[src/rtl/ca_rng_pkg.sv]
package ca_rng_pkg;
   // Number of capture clocks needed before every element of the row holds a seed
   function automatic int unsigned capture_cycles(input int unsigned dim,
                                                  input int unsigned w,
                                                  input bit          serial);
      return serial ? dim * w : dim;
   endfunction
endpackage

[src/rtl/ca_rule_step.sv]
module ca_rule_step #(
   parameter int unsigned W = 8,
   parameter logic [W-1:0] RULE150_MASK = '0
) (
   input  logic [W-1:0] cur,
   output logic [W-1:0] nxt
);
   // One cell per bit; null boundaries at both ends
   for (genvar i = 0; i < W; i++) begin : g_cell
      logic upper, lower, self_term;
      if (i == W - 1) begin : g_top
         assign upper = 1'b0;
      end else begin : g_top_in
         assign upper = cur[i+1];
      end
      if (i == 0) begin : g_bot
         assign lower = 1'b0;
      end else begin : g_bot_in
         assign lower = cur[i-1];
      end
      if (RULE150_MASK[i]) begin : g_r150
         assign self_term = cur[i];
      end else begin : g_r90
         assign self_term = 1'b0;
      end
      assign nxt[i] = upper ^ lower ^ self_term;
   end
endmodule

[src/rtl/ca_rng_cell.sv]
module ca_rng_cell #(
   parameter int unsigned  W            = 8,
   parameter bit           SERIAL       = 1'b0,
   parameter logic [W-1:0] RULE150_MASK = 8'h69,
   parameter logic [W-1:0] ZERO_SUB     = 8'h5A
) (
   input  logic         clk,
   input  logic         rst_n,
   input  logic         load_en,
   input  logic [W-1:0] shift_in,
   output logic [W-1:0] shift_out,
   output logic [W-1:0] state
);
   logic [W-1:0] stepped;
   logic [W-1:0] loaded;

   ca_rule_step #(.W(W), .RULE150_MASK(RULE150_MASK)) u_step (
      .cur (state),
      .nxt (stepped)
   );

   if (SERIAL) begin : g_serial
      assign loaded    = {state[W-2:0], shift_in[0]};
      assign shift_out = {{(W-1){1'b0}}, state[W-1]};
   end else begin : g_parallel
      assign loaded    = shift_in;
      assign shift_out = state;
   end

   always_ff @(posedge clk or negedge rst_n) begin
      if (!rst_n)
         state <= '0;
      else if (load_en)
         state <= loaded;
      else if (state == '0)
         state <= ZERO_SUB;
      else
         state <= stepped;
   end

   // zero state is replaced by the substitute constant
   assert_zero_sub_R5: assert property (@(posedge clk) disable iff (!rst_n)
      (!load_en && state == '0) |=> (state == ZERO_SUB));

   // during loading the value moves only through the chain input
   if (SERIAL) begin : g_chk_ser
      assert_serial_shift_R7: assert property (@(posedge clk) disable iff (!rst_n)
         load_en |=> (state[W-1:1] == $past(state[W-2:0])));
   end
endmodule

[src/rtl/ca_seed_counter.sv]
module ca_seed_counter #(
   parameter int unsigned CAPTURES = 4
) (
   input  logic clk,
   input  logic rst_n,
   input  logic load_en,
   output logic done
);
   localparam int unsigned CW = $clog2(CAPTURES + 1);
   localparam logic [CW-1:0] LIMIT = CW'(CAPTURES);

   logic [CW-1:0] cnt;
   logic          load_q;

   always_ff @(posedge clk or negedge rst_n) begin
      if (!rst_n) begin
         cnt    <= '0;
         load_q <= 1'b0;
      end else begin
         load_q <= load_en;
         if (load_en) begin
            if (!load_q)
               cnt <= CW'(1);
            else if (cnt < LIMIT)
               cnt <= cnt + CW'(1);
         end
      end
   end

   assign done = (cnt == LIMIT);

   // done only rises on a capture clock
   assert_done_rise_R6: assert property (@(posedge clk) disable iff (!rst_n)
      $rose(done) |-> $past(load_en));
   // done never changes while running
   assert_done_hold_R6: assert property (@(posedge clk) disable iff (!rst_n)
      (!load_en) |=> $stable(done));
   // a new burst clears done unless one capture completes the row
   assert_done_clear_R6: assert property (@(posedge clk) disable iff (!rst_n)
      (load_en && !load_q) |=> (!done || CAPTURES == 1));
endmodule

[src/rtl/ca_rng_row.sv]
module ca_rng_row #(
   parameter int unsigned  DIM          = 4,
   parameter int unsigned  W            = 8,
   parameter bit           SERIAL       = 1'b0,
   parameter logic [W-1:0] RULE150_MASK = 8'h69,
   parameter logic [W-1:0] ZERO_SUB     = 8'h5A
) (
   input  logic             clk,
   input  logic             rst_n,
   input  logic             load_en,
   input  logic [W-1:0]     seed_word,
   input  logic             seed_bit,
   output logic [DIM*W-1:0] rnd_out,
   output logic             seed_done
);
   import ca_rng_pkg::*;

   localparam int unsigned CAPTURES = capture_cycles(DIM, W, SERIAL);

   // Elaboration-time parameter checks
   if (W < 2) begin : g_bad_w
      $error("ca_rng_row: W must be at least 2");
   end
   if (DIM < 1) begin : g_bad_dim
      $error("ca_rng_row: DIM must be at least 1");
   end
   if (ZERO_SUB == '0) begin : g_bad_sub
      $error("ca_rng_row: ZERO_SUB must be nonzero");
   end

   logic [W-1:0] chain [DIM+1];
   logic [W-1:0] elem  [DIM];

   if (SERIAL) begin : g_head_ser
      assign chain[0] = {{(W-1){1'b0}}, seed_bit};
   end else begin : g_head_par
      assign chain[0] = seed_word;
   end

   for (genvar k = 0; k < DIM; k++) begin : g_elem
      ca_rng_cell #(
         .W(W), .SERIAL(SERIAL),
         .RULE150_MASK(RULE150_MASK), .ZERO_SUB(ZERO_SUB)
      ) u_cell (
         .clk       (clk),
         .rst_n     (rst_n),
         .load_en   (load_en),
         .shift_in  (chain[k]),
         .shift_out (chain[k+1]),
         .state     (elem[k])
      );
      assign rnd_out[k*W +: W] = elem[k];

      if (!SERIAL && k > 0) begin : g_chk_par
         // each capture moves the upstream value one element down
         assert_chain_shift_R2: assert property (@(posedge clk) disable iff (!rst_n)
            load_en |=> (elem[k] == $past(elem[k-1])));
      end
      if (SERIAL && k > 0) begin : g_chk_ser
         // the MSB of the upstream element enters bit 0
         assert_bit_link_R7: assert property (@(posedge clk) disable iff (!rst_n)
            load_en |=> (elem[k][0] == $past(elem[k-1][W-1])));
      end
   end

   if (!SERIAL) begin : g_chk_head
      // element 0 captures the external word
      assert_head_capture_R2: assert property (@(posedge clk) disable iff (!rst_n)
         load_en |=> (elem[0] == $past(seed_word)));
   end

   ca_seed_counter #(.CAPTURES(CAPTURES)) u_cnt (
      .clk     (clk),
      .rst_n   (rst_n),
      .load_en (load_en),
      .done    (seed_done)
   );
endmodule

[config.mk]
export PLATFORM = sky130hd
export DESIGN_NAME = ca_rng_row
export DESIGN_NICKNAME = d
export VERILOG_FILES = /design/src/rtl/ca_rng_pkg.sv /design/src/rtl/ca_rule_step.sv /design/src/rtl/ca_rng_cell.sv /design/src/rtl/ca_seed_counter.sv /design/src/rtl/ca_rng_row.sv
export SDC_FILE = /design/constraint.sdc
export NUM_CORES = 1
export LEC_CHECK = 0
export ABC_AREA = 1
export BUFFER_PORTS_ARGS = -buffer_cell sky130_fd_sc_hd__buf_2
export CELL_PAD_IN_SITES_DETAIL_PLACEMENT = 1
export CELL_PAD_IN_SITES_GLOBAL_PLACEMENT = 1
export CORE_ASPECT_RATIO = 1.25
export CORE_MARGIN = 2
export CORE_UTILIZATION = 34
export DETAILED_ROUTE_END_ITERATION = 6
export PLACE_DENSITY = 0.72
export SLEW_MARGIN = 20
export SYNTH_ARGS = -nofsm -noshare
export SYNTH_HDL_FRONTEND = slang
export SYNTH_SLANG_ARGS = --single-unit
[constraint.sdc]
create_clock -name clk -period 1 [get_ports clk]
set_input_delay 0.2 -clock clk [delete_from_list [all_inputs] [get_ports clk]]
set_output_delay 0.2 -clock clk [all_outputs]
set_load 0.02 [all_outputs]
# After elaboration in Yosys (flattened, before gate mapping)
# Cells that the tools add are included.
[totals]
elab_cells = 65
rom_bits = 0
mem_bits_rw = 0
output_inout_bits = 33
n_memories = 0
in_bits = 12
register_bits = 36
latch_bits = 0
[op_classes]
reduce_logical = 5
n_div = 0
shift = 0
n_mul = 0
add_sub_neg = 1
mux = 10
bitwise_logic = 40
n_eq_ne = 2
order_cmp = 1
[op_table]
columns = ["cell", "n"]
rows = [
  ["8-bit 2-to-1 mux", 8],
  ["1-bit bitwise XOR", 40],
  ["8-bit zero test", 4],
  ["3-bit 2-to-1 mux", 2],
  ["3-bit by 1-bit adder with 3-bit output, second input constant", 1],
  ["3-bit equality test, second input constant", 1],
  ["3-bit less-than comparator, second input constant", 1],
  ["2-bit inequality test, second input constant", 1],
  ["2-bit AND reduction", 1],
]

# Depth between registers and ports, before layout
# Gate-level depths: netlist (run 1).
[logic_depth]
word_depth = 4
mapped_depth = 8
depth_no_buf = 8

# Cells and area by module
# Synthesis (run 1) repeated with hierarchy kept, for this count alone.
[hier_totals]
cells_unflattened = 355
area_unflattened_um2 = 2449.8
[modules_own_cells]
columns = ["mod", "area_each_um2", "seq_area_each_um2", "cells_each", "n_inst"]
rows = [
  ["ca_rng_cell", 417.9, 200.2, 52, 4],
  ["ca_rule_step", 138.9, 0.0, 29, 4],
  ["ca_seed_counter", 222.7, 100.1, 31, 1],
]

# Worst setup path after synthesis (run 1)
# No wires, ideal clock.
[synth_timing]
path_type = "register -> register"
start = "reg g_elem[2].u_cell.state[0]"
end = "reg g_elem[2].u_cell.state[1]"
setup_time_ps = 128
slack_ps = -200
n_path_buf = 0
required_time_ps = 872
path_stages_with_launch = 7
synth_period_minus_slack_ps = 1200
arrival_ps = 1072
cell_sequence = "dfrtp_1 > inv_1 > ha_1 > nand3_1 > nor2_2 > nor2_2 > a21oi_1"
[synth_between]
elab_chain_cells = 3
elab_cells_between_ends = 4
classes_between = "mux (2); bitwise (1); reduce/logical (1)"
[synth_rtl]
columns = ["item", "line", "source"]
rows = [
  ["start: declaration", "ca_rng_cell.sv:12", "output logic [W-1:0] state"],
  ["start signal: assignment", "ca_rng_cell.sv:34", "state <= loaded;"],
  ["start signal: assignment", "ca_rng_cell.sv:38", "state <= stepped;"],
  ["8-bit zero test or 1-bit bitwise XOR (tied branches)", "ca_rng_cell.sv:35, ca_rule_step.sv:26", ""],
  ["8-bit 2-to-1 mux (*)", "ca_rng_cell.sv:35", "else if (state == '0)"],
  ["8-bit 2-to-1 mux (*)", "ca_rng_cell.sv:33", "else if (load_en)"],
]
# Mark *: on every way between the ends. The rest lies on a longest branch, timed or not.
# A chain may end at the register's enable or synchronous reset.

# Worst setup path after layout (run 1)
[layout_timing]
start = "reg u_cnt.cnt[0]"
end = "out seed_done"
[layout_between]
elab_chain_cells = 1
[layout_rtl]
columns = ["item", "line", "source"]
rows = [
  ["start: declaration", "ca_seed_counter.sv:12", "logic [CW-1:0] cnt;"],
  ["start signal: assignment", "ca_seed_counter.sv:25", "cnt <= cnt + CW'(1);"],
  ["3-bit equality test", "ca_seed_counter.sv:30", "assign done = (cnt == LIMIT);"],
  ["end: declaration", "ca_rng_row.sv:14", "output logic seed_done"],
]
# Every way passes these cells.

==> run summary, run 1 <==
Pre-CTS WS -> -163 ps
Crit share post-route -> 130%
Initial antenna violation count -> 0
PwrDens -> 3460 nW/um2
Die area -> 6650 um2
Vias -> 2,539
Router iterations before antenna repair -> 4
Final WS setup -> -297 ps
Die span in x -> 73.3 um
Measured slew at the worst slew-check pin -> 342 ps
Multi-input logic area -> 1330 um2
IO Count -> 45
Vias in the first global route -> 2,799
Final HPWL from detailed placement -> 4410 um
Largest net degree at the start of global routing -> 37
Syn. warnings -> 0
Buffers on Ports -> 43
Peak supply drop -> 0.00163 V
Maximum buffer depth of the clock tree -> 2
HP Class -> input pin to flop
Status -> finished with violations
Max_slew headroom -> 77.2%
Clock sinks -> 36
Worst Hold Path EP -> g_elem[0].u_cell.shift_out[0]
Total grt overflow -> 0
# setup viols final -> 60
Startpoint Class -> flop
Routed WL per cell -> 19.8 um
Slew Viols, Final -> 0
Max stage delay on crit path -> 390 ps
Total track usage -> 26.7%
Clock root buffer -> clkbuf_8
Met1 usage -> 28.3%
Hold Path Depth -> 3
Layout area overhead -> 93.8%
Register area -> 927 um2
Most common cell after layout, fill and taps aside -> buf_6
Drt initial violations -> 76
Fin area -> 3960 um2
FF-to-FF Start -> g_elem[2].u_cell.shift_out[6]
Filler cells -> 649
WP data required -> 800 ps
Final Critical Period -> 1300 ps
Layout cells sized above 1 -> 62.5%
Clock-pin slew on the worst setup and hold paths -> 80 ps
Reg2reg setup slack -> -280 ps
Core Region -> 5820 um2
Most used routing layer in global routing -> met2
RSZ-0062 raised after global routing -> true
Leakage power -> 1.98 nW
Max-Cap Viols -> 0
Cell taking the most area after synthesis -> dfrtp_1
Num rows -> 31
Layout Nets -> 449
Worst path cell trace -> inv_2 -> ha_4 -> nand2_1 -> inv_1 -> buf_6
CTS tree -> yes
GPL Wtd Cong -> 0.795
Skew final -> 11.2 ps
H-tree level count -> 2
Netlist cell types -> 17
Critical Path End Type -> primary output
Slowest-stage cell, CP -> dfrtp_1
Mapped Area -> 2040 um2
Worst-Skew Late Latency -> 310 ps
Grt met2 use -> 50.9%
CTS Buf Count -> 5
Drt total wl -> 9870 um
Worst hold start -> seed_word[0]
R2R depth -> 6
Flops & latches, synth -> 36
Syn avg cell area -> 7.12 um2
DRC -> 0
Hold Fails Final Rpt -> 0
R2R Path End -> g_elem[2].u_cell.shift_out[6]
DP Area -> 2810 um2
Critical path class -> flop to primary output
Synth Instances -> 287
Most frequent cells in the layout -> buf_6, nand2_1, buf_4
Maximum clock frequency -> 0.771 GHz
Routing usage on met3 -> 4.35%
Synth Net Count -> 305
Via density -> 5.10
Detail Route Antenna Nets -> 0
Crit-path max FO -> 2
Initial Util -> 35.1%
Die Ht -> 90.7 um
CP arrival -> 1100 ps
Antenna diodes -> 0
Area contributors post-synth -> dfrtp_1, nand2_1, nor2_1, inv_1, xnor2_1
First-pass GRT wire length -> 13,700 um
Failing checks -> setup timing
Seq/Total Area, Yosys -> 44.1%
Post-synth top area share -> 44.1%
## worst max-delay path, delay by kind of cell, from the launching register on
kind	cells	cell delay [ps]
adder cells (fa/ha/maj)	1	110
buffers and inverters	3	250
flip-flops	1	390
AND/OR/NAND/NOR	1	40
## report_power, final
part / total [mW] / internal [mW] / leakage (nW) / switching, mW
sequential: 2.77 / 2.10 / 0.402 / 0.670
combinational: 9.83 / 4.96 / 1.54 / 4.87
clock: 1.08 / 0.490 / 0.0422 / 0.591
total: 13.7 / 7.55 / 1.98 / 6.13
## flip-flops by register name (all words and copies together), names as in the netlist
register and flops:
g_elem.u_cell.shift_out 32, u_cnt.cnt 3, u_cnt.load_q 1
## layout make-up
cell class                 count  share of cell area (%)
clock buffer                   7                    1.93
clock inverter                 1                   0.126
inverter                      39                    4.14
sequential                    36                    23.4
timing repair buffer         145                    34.8
multi-input combinational    204                    33.5
tap                           66                    2.09
## layer usage
metal | wire [um] | share of wire [%]
met1 | 3620 | 37
met5 | 0 | 0
met2 | 5610 | 57
met4 | 376 | 3.8
met3 | 256 | 2.6
## cells by family (layout without fill, tap and decap cells)
kind of cell / Yosys count / in the layout / synth area share, %
simple gates: 160 / 160 / 30.9
fa+ha+maj: 6 / 6 / 3.67
flops: 36 / 36 / 44.1
compound gates: 23 / 23 / 5.82
buf+inv: 47 / 192 / 9.12
xor+xnor: 15 / 15 / 6.43
## worst max-delay path by stage
| stage | start | end | slack, ps |
|---|---|---|---|
| global placement | g_elem[3].u_cell.shift_out[5] | g_elem[3].u_cell.shift_out[6] | -90 |
| floorplan | g_elem[2].u_cell.shift_out[0] | g_elem[2].u_cell.shift_out[1] | -80 |
| finish | u_cnt.cnt[0] | seed_done | -300 |
| CTS | u_cnt.cnt[0] | seed_done | -290 |
| global route | u_cnt.cnt[0] | u_cnt.cnt[2] | -360 |
| detailed placement | g_elem[0].u_cell.shift_out[1] | g_elem[0].u_cell.shift_out[6] | -160 |
## what timing repair did
action | in CTS | in global routing
hold buffers | 1 | 0
pin swaps | 30 | 28
hold endpoints to repair | 36 | 0
setup buffers | 42 | 6
gates resized for setup | 152 | 60
setup endpoints to repair | 56 | 62
## synth_stat cells
cell type	instances
inv_1	29
o21ai_0	4
xnor2_1	11
dfrtp_1	36
nor2_1	40
inv_2	10
nor2_2	2
a21oi_1	10
xor2_1	4
o21ai_1	8
buf_2	8
ha_1	6
nand3_1	16
o21ai_2	1
nand2_1	100
or2_1	1
nand4_1	1
## through the flow
step / util (%) / instances / power [mW] / TNS (ps) / hold WS [ps]
detailed placement: 48.3 / 441 / 8.15 / -1810 / 182
global route: 68.1 / 498 / 14.4 / -11680 / 107
finish: 68.1 / 498 / 13.7 / -9880 / 94.7
floorplan: - / 287 / 5.83 / -1190 / -95.6
CTS: 63.7 / 492 / 11.9 / -6780 / 110
global placement: 48.3 / 441 / 7.95 / -1300 / 181
(Power assumes the default switching activity.)
==> inputs of run 2 (changes only) <==
REMOVE_ABC_BUFFERS = 1   (was unset)
SKIP_LAST_GASP = 1   (was unset)
==> run 2 against run 1 <==
The flow still finishes with violations (setup timing). Design area fell by 0.51%. Die area did not move. Hold slack improved by 4.1 ps. Register-to-register slack barely moved. Non-clock buffer count fell by 2. Routed wire length fell by 5.9%. Clock power rose by 6%. First-iteration DRC count rose by 9.2%. Clock-buffer cell count rose by 1. Flip-flop and latch count did not move. Maximum frequency fell by 3.1%. Clock skew fell by 4.8 ps. Highest routed layer unchanged.
==> run summary, run 2 (synthesis results as in run 1) <==
Status -> finished with violations
Clock root buffer -> clkbuf_8
Skew final -> 6.43 ps
Num rows -> 31
CTS tree -> yes
Max_slew headroom -> 80.5%
Total track usage -> 24.8%
PwrDens -> 3410 nW/um2
IO Count -> 45
Final WS setup -> -338 ps
Buffer and inverter count on the worst path -> 3
Initial Util -> 35.1%
Total grt overflow -> 0
Crit-path max FO -> 2
Max stage delay on crit path -> 410 ps
Slowest-stage cell, CP -> dfrtp_1
Max-Cap Viols -> 0
Most frequent cells in the layout -> nand2_1, buf_6, buf_4
Vias -> 2,465
Measured slew at the worst slew-check pin -> 291 ps
Clock share of power -> 8.5%
Die area -> 6650 um2
Startpoint Class -> flop
Layout area overhead -> 92.8%
Most common cell after layout, fill and taps aside -> nand2_1
Critical Path End Type -> primary output
Worst-Skew Late Latency -> 300 ps
Vias in the first global route -> 2,640
Leakage power -> 2.00 nW
Die span in x -> 73.3 um
Failing checks -> setup timing
Layout Nets -> 447
Die Ht -> 90.7 um
Initial antenna violation count -> 0
Switching Share -> 44.3%
Routed WL per cell -> 18.7 um
Detail Route Antenna Nets -> 0
Int Pwr -> 7.49 mW
Drt total wl -> 9290 um
Peak supply drop -> 0.00168 V
Slew Viols, Final -> 0
Largest net degree at the start of global routing -> 37
Worst path cell trace -> inv_2 -> ha_4 -> nand2_2 -> inv_2 -> buf_6
First-pass GRT wire length -> 12,600 um
Met1 usage -> 24.6%
Total power -> 13.4 mW
Hold Slack -> 98.8 ps
Grt met2 use -> 47.8%
P_sw -> 5.95 mW
Logic pwr share -> 71.3%
CP arrival -> 1140 ps
Clock-pin slew on the worst setup and hold paths -> 80 ps
Maximum buffer depth of the clock tree -> 2
RSZ-0062 raised after global routing -> true
Final HPWL from detailed placement -> 4250 um
Clock sinks -> 36
# setup viols final -> 60
CTS Buf Count -> 5
HP Class -> input pin to flop
Layout cells sized above 1 -> 58.8%
CP delay by family, top -> flip-flops
Core Region -> 5820 um2
Most used cell along the critical path -> inv_2
Crit share post-route -> 134%
Hold Fails Final Rpt -> 0
DRC -> 0
Routing usage on met3 -> 5.13%
Via density -> 4.97
Most used routing layer in global routing -> met2
Flop pwr share -> 20.1%
Maximum clock frequency -> 0.748 GHz
Max reg flops -> 32
Router iterations before antenna repair -> 4
GPL Wtd Cong -> 0.769
Buffers on Ports -> 43
Final Critical Period -> 1340 ps
H-tree level count -> 2
Critical path class -> flop to primary output
Drt initial violations -> 83
WP data required -> 800 ps
Antenna diodes -> 0
==> run 2: cell types whose count changed in the layout (fill, tap and decap cells not counted), sizes merged <==
cell,delta
clkinv,-1
buf,-2
clkbuf,+1
==> run 2: stage by stage <==
stage | utilization (%) | std cells | TNS [ps] | area, um2 | worst slack (ps)
floorplan | - | 279 | -3700 | 2000 | -200
global placement | 46.5 | 437 | -2260 | 2710 | -140
detailed placement | 46.5 | 437 | -2930 | 2710 | -186
CTS | 62.6 | 488 | -6660 | 3640 | -300
global route | 67.7 | 496 | -11300 | 3940 | -394
finish | 67.7 | 496 | -8970 | 3940 | -338
==> run 2: timing repair <==
item	4_1_cts	5_1_grt
endpoints found under the setup margin	56	61
hold endpoints to repair	36	0
gates resized for setup	161	71
gates cloned	0	0
buffers inserted	42	8
hold buffers	1	0
pin swaps	27	37
==> run 2: routing by layer <==
metal	part of all wire [%]	wire length, um
met5	0	0
met4	2.8	261
met3	2.9	269
met2	58	5420
met1	36	3340
==> run 2: final timing paths <==
| path | from | endpoint | slack, ps | depth (start not counted) |
|---|---|---|---|---|
| max in group asynchronous | rst_n | g_elem[3].u_cell.shift_out[6] | 410 | 3 |
| min | seed_word[0] | g_elem[0].u_cell.shift_out[0] | 100 | 3 |
| min reg2reg | u_cnt.load_q | u_cnt.cnt[1] | 540 | 2 |
| max | u_cnt.cnt[0] | seed_done | -340 | 5 |
| min in group asynchronous | rst_n | g_elem[0].u_cell.shift_out[4] | 390 | 3 |
| max reg2reg | u_cnt.cnt[0] | u_cnt.cnt[2] | -280 | 7 |
==> run 2: layout make-up <==
| type | instances | area (um2) |
|---|---|---|
| multi-input combinational | 204 | 1340 |
| clock buffer | 8 | 90.1 |
| timing repair buffer | 143 | 1360 |
| sequential | 36 | 908 |
| tap | 66 | 82.6 |
| inverter | 39 | 166 |
| fill | 670 | 1880 |
==> run 2: power by group through the flow <==
stage | Sequential, mW | Combinational, mW | Clock [mW]
after floorplan | 3.38 | 2.08 | 0
after global placement | 2.59 | 5.01 | 0
after detailed placement | 2.62 | 5.17 | 0
after CTS | 2.60 | 7.98 | 1.14
after global routing | 2.78 | 10.2 | 1.23
final | 2.71 | 9.59 | 1.15
==> run 2: worst reg2reg max path, stage by stage (launching register included) <==
cell and delay [ps]:
dfrtp_1 410, buf_4 150, buf_6 110, ha_1 200, nand2_1 80, inv_1 50, o21ai_2 130, inv_2 40
